<file path="config.mk">
export PLATFORM = sky130hd
export DESIGN_NAME = col_rx_cascade
export DESIGN_NICKNAME = d
export VERILOG_FILES = /design/src/rtl/col_rx_pkg.sv /design/src/rtl/col_rx_edge.sv /design/src/rtl/col_rx_ptr.sv /design/src/rtl/col_rx_reg.sv /design/src/rtl/col_rx_cascade.sv
export SDC_FILE = /design/constraint.sdc
export NUM_CORES = 1
export LEC_CHECK = 0
export CORE_ASPECT_RATIO = 0.8
export CORE_UTILIZATION = 55
export CTS_CLUSTER_SIZE = 14
export DETAILED_ROUTE_END_ITERATION = 7
export DONT_BUFFER_PORTS = 1
export PLACE_DENSITY = 0.8
export SLEW_MARGIN = 20
export SYNTH_ARGS = -nofsm -noshare
export SYNTH_HDL_FRONTEND = slang
export SYNTH_SLANG_ARGS = --single-unit
export TNS_END_PERCENT = 1
</file>
<file path="constraint.sdc">
create_clock -name clk_i -period 8.32 [get_ports clk_i]
set_clock_uncertainty 0.05 [all_clocks]
set_input_delay 1.248 -clock clk_i [delete_from_list [all_inputs] [get_ports clk_i]]
set_output_delay 1.248 -clock clk_i [all_outputs]
set_load 0.02 [all_outputs]
</file>
<file path="src/rtl/col_rx_pkg.sv">
package col_rx_pkg;
  typedef enum logic {
    FILL_UP   = 1'b0,
    FILL_DOWN = 1'b1
  } fill_dir_e;

  typedef enum logic {
    BUS_HALF = 1'b0,
    BUS_FULL = 1'b1
  } bus_mode_e;
endpackage

</file>
<file path="src/rtl/col_rx_edge.sv">
module col_rx_edge #(
  parameter bit RISE = 1'b1
) (
  input  logic clk_i,
  input  logic rst_ni,
  input  logic sig_i,
  output logic edge_o
);
  logic sig_q;

  always_ff @(posedge clk_i or negedge rst_ni) begin
    if (!rst_ni) sig_q <= 1'b0;
    else         sig_q <= sig_i;
  end

  generate
    if (RISE) begin : g_rise
      assign edge_o = sig_i & ~sig_q;
    end else begin : g_fall
      assign edge_o = ~sig_i & sig_q;
    end
  endgenerate
endmodule

</file>
<file path="src/rtl/col_rx_ptr.sv">
module col_rx_ptr #(
  parameter int NUM_COLS = 160,
  parameter int PTR_W    = $clog2(NUM_COLS + 1)
) (
  input  logic             clk_i,
  input  logic             rst_ni,
  input  logic             clear_i,
  input  logic             adv_i,
  input  logic [PTR_W-1:0] step_i,
  output logic [PTR_W-1:0] ptr_o,
  output logic             full_o
);
  localparam logic [PTR_W-1:0] LIMIT = PTR_W'(NUM_COLS);

  logic [PTR_W-1:0] ptr_q;

  always_ff @(posedge clk_i or negedge rst_ni) begin
    if (!rst_ni)      ptr_q <= '0;
    else if (clear_i) ptr_q <= '0;
    else if (adv_i)   ptr_q <= ptr_q + step_i;
  end

  assign ptr_o  = ptr_q;
  assign full_o = (ptr_q >= LIMIT);
endmodule

</file>
<file path="src/rtl/col_rx_reg.sv">
module col_rx_reg #(
  parameter int NUM_COLS = 160,
  parameter int BUS_W    = 8,
  parameter int PTR_W    = $clog2(NUM_COLS + 1)
) (
  input  logic                clk_i,
  input  logic                rst_ni,
  input  logic                clear_i,
  input  logic                wr_i,
  input  logic                down_i,
  input  logic [PTR_W-1:0]    ptr_i,
  input  logic [PTR_W-1:0]    lanes_i,
  input  logic [BUS_W-1:0]    pix_i,
  output logic [NUM_COLS-1:0] cols_o
);
  localparam int SEL_W = $clog2(BUS_W);

  for (genvar c = 0; c < NUM_COLS; c++) begin : g_col
    logic [PTR_W-1:0] pos;
    logic [PTR_W-1:0] diff;
    logic             hit;
    logic             col_q;

    // position of this column in fill order
    assign pos  = down_i ? PTR_W'(NUM_COLS - 1 - c) : PTR_W'(c);
    assign diff = pos - ptr_i;
    assign hit  = (pos >= ptr_i) && (diff < lanes_i);

    always_ff @(posedge clk_i or negedge rst_ni) begin
      if (!rst_ni)         col_q <= 1'b0;
      else if (clear_i)    col_q <= 1'b0;
      else if (wr_i && hit) col_q <= pix_i[diff[SEL_W-1:0]];
    end

    assign cols_o[c] = col_q;
  end
endmodule

</file>
<file path="src/rtl/col_rx_cascade.sv">
module col_rx_cascade
  import col_rx_pkg::*;
#(
  parameter int NUM_COLS = 160,
  parameter int BUS_W    = 8
) (
  input  logic                clk_i,
  input  logic                rst_ni,
  input  logic                shift_clk_i,
  input  logic                latch_i,
  input  logic                width_sel_i,
  input  logic                dir_i,
  input  logic [BUS_W-1:0]    pix_i,
  input  logic                ena_a_i,
  input  logic                ena_b_i,
  output logic                ena_a_o,
  output logic                ena_b_o,
  output logic [NUM_COLS-1:0] line_o,
  output logic                line_valid_o
);
  localparam int PTR_W = $clog2(NUM_COLS + 1);

  fill_dir_e        fill_dir;
  bus_mode_e        bus_mode;
  logic             shift_fall;
  logic             latch_rise;
  logic             ena_in;
  logic             full;
  logic             capture;
  logic [PTR_W-1:0] ptr;
  logic [PTR_W-1:0] lanes;
  logic [NUM_COLS-1:0] cols;
  logic [NUM_COLS-1:0] line_q;
  logic             valid_q;

  assign fill_dir = fill_dir_e'(dir_i);
  assign bus_mode = bus_mode_e'(width_sel_i);

  col_rx_edge #(.RISE(1'b0)) u_shift_edge (
    .clk_i (clk_i),
    .rst_ni(rst_ni),
    .sig_i (shift_clk_i),
    .edge_o(shift_fall)
  );

  col_rx_edge #(.RISE(1'b1)) u_latch_edge (
    .clk_i (clk_i),
    .rst_ni(rst_ni),
    .sig_i (latch_i),
    .edge_o(latch_rise)
  );

  assign ena_in  = (fill_dir == FILL_DOWN) ? ena_b_i : ena_a_i;
  assign lanes   = (bus_mode == BUS_FULL) ? PTR_W'(BUS_W) : PTR_W'(BUS_W / 2);
  // line strobe takes priority over a colliding transfer
  assign capture = shift_fall & ~ena_in & ~full & ~latch_rise;

  col_rx_ptr #(.NUM_COLS(NUM_COLS), .PTR_W(PTR_W)) u_ptr (
    .clk_i  (clk_i),
    .rst_ni (rst_ni),
    .clear_i(latch_rise),
    .adv_i  (capture),
    .step_i (lanes),
    .ptr_o  (ptr),
    .full_o (full)
  );

  col_rx_reg #(.NUM_COLS(NUM_COLS), .BUS_W(BUS_W), .PTR_W(PTR_W)) u_reg (
    .clk_i  (clk_i),
    .rst_ni (rst_ni),
    .clear_i(latch_rise),
    .wr_i   (capture),
    .down_i (fill_dir == FILL_DOWN),
    .ptr_i  (ptr),
    .lanes_i(lanes),
    .pix_i  (pix_i),
    .cols_o (cols)
  );

  always_ff @(posedge clk_i or negedge rst_ni) begin
    if (!rst_ni) begin
      line_q  <= '0;
      valid_q <= 1'b0;
    end else begin
      valid_q <= latch_rise;
      if (latch_rise) line_q <= cols;
    end
  end

  assign line_o       = line_q;
  assign line_valid_o = valid_q;
  assign ena_a_o      = (fill_dir == FILL_DOWN) ? ~full : 1'b1;
  assign ena_b_o      = (fill_dir == FILL_DOWN) ? 1'b1 : ~full;
endmodule

</file>
==> results.toml <==
[clocking]
tritoncts = "done"
clkSinkCount = 329
cts.repair.resized = 0
clock-root-buffer = "sky130_fd_sc_hd__clkbuf_16"
numCtsBuffers = 31
clk_path_buf_depth = 3
cts_hold_buf = 0
ctsHtreeMaxLevel = 1
clk_latency_ns = 0.58
post_cts_buffers = 0
path_clk_slew_ns = 0.06

[global_route]
grt_pass1_vias = 14400
grt_most_used_layer = "met1"
wire_length_of_the_first_global_routing_pass_um = 90600
grt_util_met2_pct = 52.5
gr-usage-met3_pct = 11.7
use_met1_pct = 56.0
grt_antenna_before_repair = 0
grt_overflow = 0
grt_max_degree = 330
groute.usage.overall_pct = 37.6

[detailed_routing]
via_per_inst = 6.68
drc = 0
detail_route.first_pass.iterations = 8
wire_per_inst_um = 26.5
route.final.wire_length_um = 59900
first_iter_violations = 1816
dr_total_vias = 15100
detail-route-antenna-nets = 0

[sta]
timing.final.setup_violations = 0
timing.setup.tns_ns = 0
grt_setup_unrepaired = "no"
final.hold.worst_slack_ns = 0.319
timing.final.crit_period_ns = 4.82
slew_viol_final = 0
post-route-period-util_pct = 58.0
finalHoldViolations = 0
fmax_ghz = 0.207
timing_worst_slew_pin_value_ns = 1.13
max-slew-margin-rel_pct = 24.3

[yosys]
synthesis.yosys.warnings = 0
most_instantiated_flip_flop_cell_in_the_synthesis_netlist = "sky130_fd_sc_hd__dfrtp_1"
total_standard_cell_area_after_synthesis_um2 = 17200
synth-simple-area-share_pct = 20.9
syn-num-nets = 1969
sequential_cell_area_fraction_in_the_yosys_report_pct = 47.8
syn_inst = 1917
synth_compound_gate_area_share_pct = 17.4
async_flop_share_pct = 100
adder_and_majority_cell_fraction_of_the_synthesized_area_pct = 2.66
flops_latches_synth = 329
synthXorXnorAreaFrac_pct = 1.58
muxShareOfSynthArea_pct = 5.77
synth_enable_flop_cells = 0
synth_area_per_cell_um2 = 8.99
synthDistinctLibCells = 74
synth_top_family_by_area = "simple AND/OR/NAND/NOR gates"

[placement]
detailedPlacementHpwl_um = 41600
place_inst = 2204
gpl.final_weighted_congestion = 1.07
port_buffers = 0

[final_layout]
synthToLayoutAreaGrowth_pct = 6.46
most-common-layout-cells = "647 x sky130_fd_sc_hd__nand2_1, 329 x sky130_fd_sc_hd__dfrtp_1, 88 x sky130_fd_sc_hd__mux2i_1"
finalNonFillerCells = 2258
most_common_cell_after_layout_fill_and_taps_aside = "sky130_fd_sc_hd__nand2_1"
final_nets = 1877
num-fill-cells = 2640
diodes_inserted = 0
post_route_cells_drive_above_1_share_pct = 5.58

[critical_path]
crit-reg2reg-launch = "u_ptr.ptr_o[6]"
rr_endpoint = "u_reg.g_col[101].col_q"
largest_stage_delay_on_the_critical_path_ns = 0.94
crit_type = "in2reg"
crit_required_ns = 8.71
timing.critical_path.to_type = "flip-flop"
reg2reg_setup_slack_ns = 3.61
r2r_cells = 9
worstPathMaxFanout = 29
timing.critical_path.from_type = "input port"
path_cells = "inv_1 -> ha_1 -> nand2b_1 -> a21oi_1 -> mux2_2 -> a221oi_1 -> nand3_1 -> mux2i_1"
cp_slowest_cell = "sky130_fd_sc_hd__ha_1"
timing.critical_path.arrival_ns = 5.21

[power_and_ir_drop]
powerDensity_nw_per_um2 = 203
ir_drop_mv = 0.168
leakagePower_nw = 8.77
switching_share_pct = 31.1
p_clk_share_pct = 37.3
netSwitchingPower_w = 0.00116
flop_pwr_share_pct = 44.6
part_of_the_total_power_dissipated_in_combinational_logic_pct = 18.1
cell_internal_pwr_w = 0.00257

[run]
drv.max_cap_violation_count = 0

[floorplanning]
floorplan.io_pins = 179
starting_density_of_the_core_pct = 56.3
core_area_um2 = 30600
number_of_core_rows = 57
die_area_um2 = 32000
die_h_um = 160
die_w_um = 200

[run_status]
status = "complete, no violations"

[min_path]
hold_class = "in2async"
[Yosys cell counts (4+ instances only)]
master / n / area [um^2]
sky130_fd_sc_hd__dfrtp_1: 329 / 8230
sky130_fd_sc_hd__o311a_1: 5 / 50.1
sky130_fd_sc_hd__clkbuf_1: 121 / 454
sky130_fd_sc_hd__mux2_2: 10 / 113
sky130_fd_sc_hd__nor2b_1: 12 / 75.1
sky130_fd_sc_hd__or2_2: 5 / 31.3
sky130_fd_sc_hd__a221oi_1: 7 / 61.3
sky130_fd_sc_hd__buf_2: 10 / 50.1
sky130_fd_sc_hd__a31oi_1: 9 / 56.3
sky130_fd_sc_hd__a211oi_1: 25 / 188
sky130_fd_sc_hd__nor2_1: 64 / 240
sky130_fd_sc_hd__mux2i_1: 88 / 881
sky130_fd_sc_hd__a211o_1: 11 / 96.3
sky130_fd_sc_hd__nand4_1: 11 / 68.8
sky130_fd_sc_hd__buf_1: 12 / 45.0
sky130_fd_sc_hd__nand2_1: 647 / 2430
sky130_fd_sc_hd__or3_1: 13 / 81.3
sky130_fd_sc_hd__o31ai_1: 28 / 210
sky130_fd_sc_hd__a21oi_1: 44 / 220
sky130_fd_sc_hd__o311ai_0: 54 / 473
sky130_fd_sc_hd__o311ai_1: 5 / 43.8
sky130_fd_sc_hd__nor4_1: 20 / 125
sky130_fd_sc_hd__inv_1: 18 / 67.6
sky130_fd_sc_hd__and2_1: 4 / 25.0
sky130_fd_sc_hd__a2111oi_0: 5 / 43.8
sky130_fd_sc_hd__xnor2_1: 29 / 254
sky130_fd_sc_hd__o22ai_1: 4 / 25.0
sky130_fd_sc_hd__nand3_1: 37 / 185
sky130_fd_sc_hd__nand2b_1: 25 / 156
sky130_fd_sc_hd__a21o_1: 12 / 90.1
sky130_fd_sc_hd__o211ai_1: 41 / 308
sky130_fd_sc_hd__nor3_1: 13 / 65.1
sky130_fd_sc_hd__and3_1: 4 / 25.0
sky130_fd_sc_hd__o41ai_1: 55 / 482
sky130_fd_sc_hd__ha_1: 35 / 438
sky130_fd_sc_hd__o21ai_0: 36 / 180
[flip-flops by register name, indices dropped and copies added, names as in the netlist]
name	count
line_o	160
line_valid_o	1
u_latch_edge.sig_q	1
u_ptr.ptr_o	6
u_reg.g_col.col_q	160
u_shift_edge.sig_q	1
[cells by family (layout without fill, tap and decap cells)]
family	count (synthesis)	in the layout
simple gates	866	866
compound gates	389	389
flops	329	329
buf+inv	168	96
mux	98	98
fa+ha+maj	36	36
xor+xnor	31	31
[power groups by stage]
| stage | Combinational, W | Clock (W) | Sequential [W] |
|---|---|---|---|
| floorplan | 0.000443 | 0 | 0.00168 |
| global placement | 0.000629 | 0 | 0.00169 |
| CTS | 0.000640 | 0.00140 | 0.00166 |
| detailed placement | 0.000638 | 0 | 0.00169 |
| global route | 0.000713 | 0.00147 | 0.00166 |
| finish | 0.000675 | 0.00139 | 0.00166 |
[critical path, delay by kind of cell]
family	cells	cell delay (ns)
compound gates	2	1.74
mux	2	0.64
simple gates	2	0.49
fa+ha+maj	1	0.94
buf+inv	1	0.13
[worst max path at each step]
stage	from	endpoint	slack, ns	depth (start not counted)
6_report	dir_i	u_reg.g_col[19].col_q	3.50	8
5_1_grt	dir_i	u_reg.g_col[19].col_q	3.34	8
4_1_cts	dir_i	u_reg.g_col[19].col_q	3.73	8
3_5_place_dp	dir_i	u_reg.g_col[19].col_q	3.15	8
3_3_place_gp	dir_i	u_reg.g_col[17].col_q	3.26	8
2_1_floorplan	dir_i	u_reg.g_col[30].col_q	3.56	13
[final cells by class]
type                            instances  area, um^2  area share [%]
Timing Repair Buffer                   21         181           0.989
Clock buffer                           43         861            4.69
Tap cell                              413         517            2.82
Clock inverter                         10         110           0.600
Sequential cell                       329        8230            44.9
Inverter                               22        85.1           0.464
Multi-Input combinational cell       1420        8350            45.5
[metal layers]
| layer | vias up | part of all wire [%] |
|---|---|---|
| li1 | 6590 | - |
| met1 | 7533 | 44 |
| met2 | 867 | 42 |
| met3 | 97 | 12 |
| met4 | 0 | 2.8 |
| met5 | - | 0 |
[stage by stage]
step                      worst slack, ns  total power (W)  util [%]  cell area [um^2]
after floorplan                      3.56          0.00212         -             17200
after global placement               3.26          0.00232      56.6             17300
after detailed placement             3.15          0.00233      56.7             17300
after CTS                            3.73          0.00371      59.8             18300
after global routing                 3.34          0.00385      59.9             18300
final                                3.50          0.00373      59.9             18300
No activity file was read; power rests on OpenSTA's default activity.
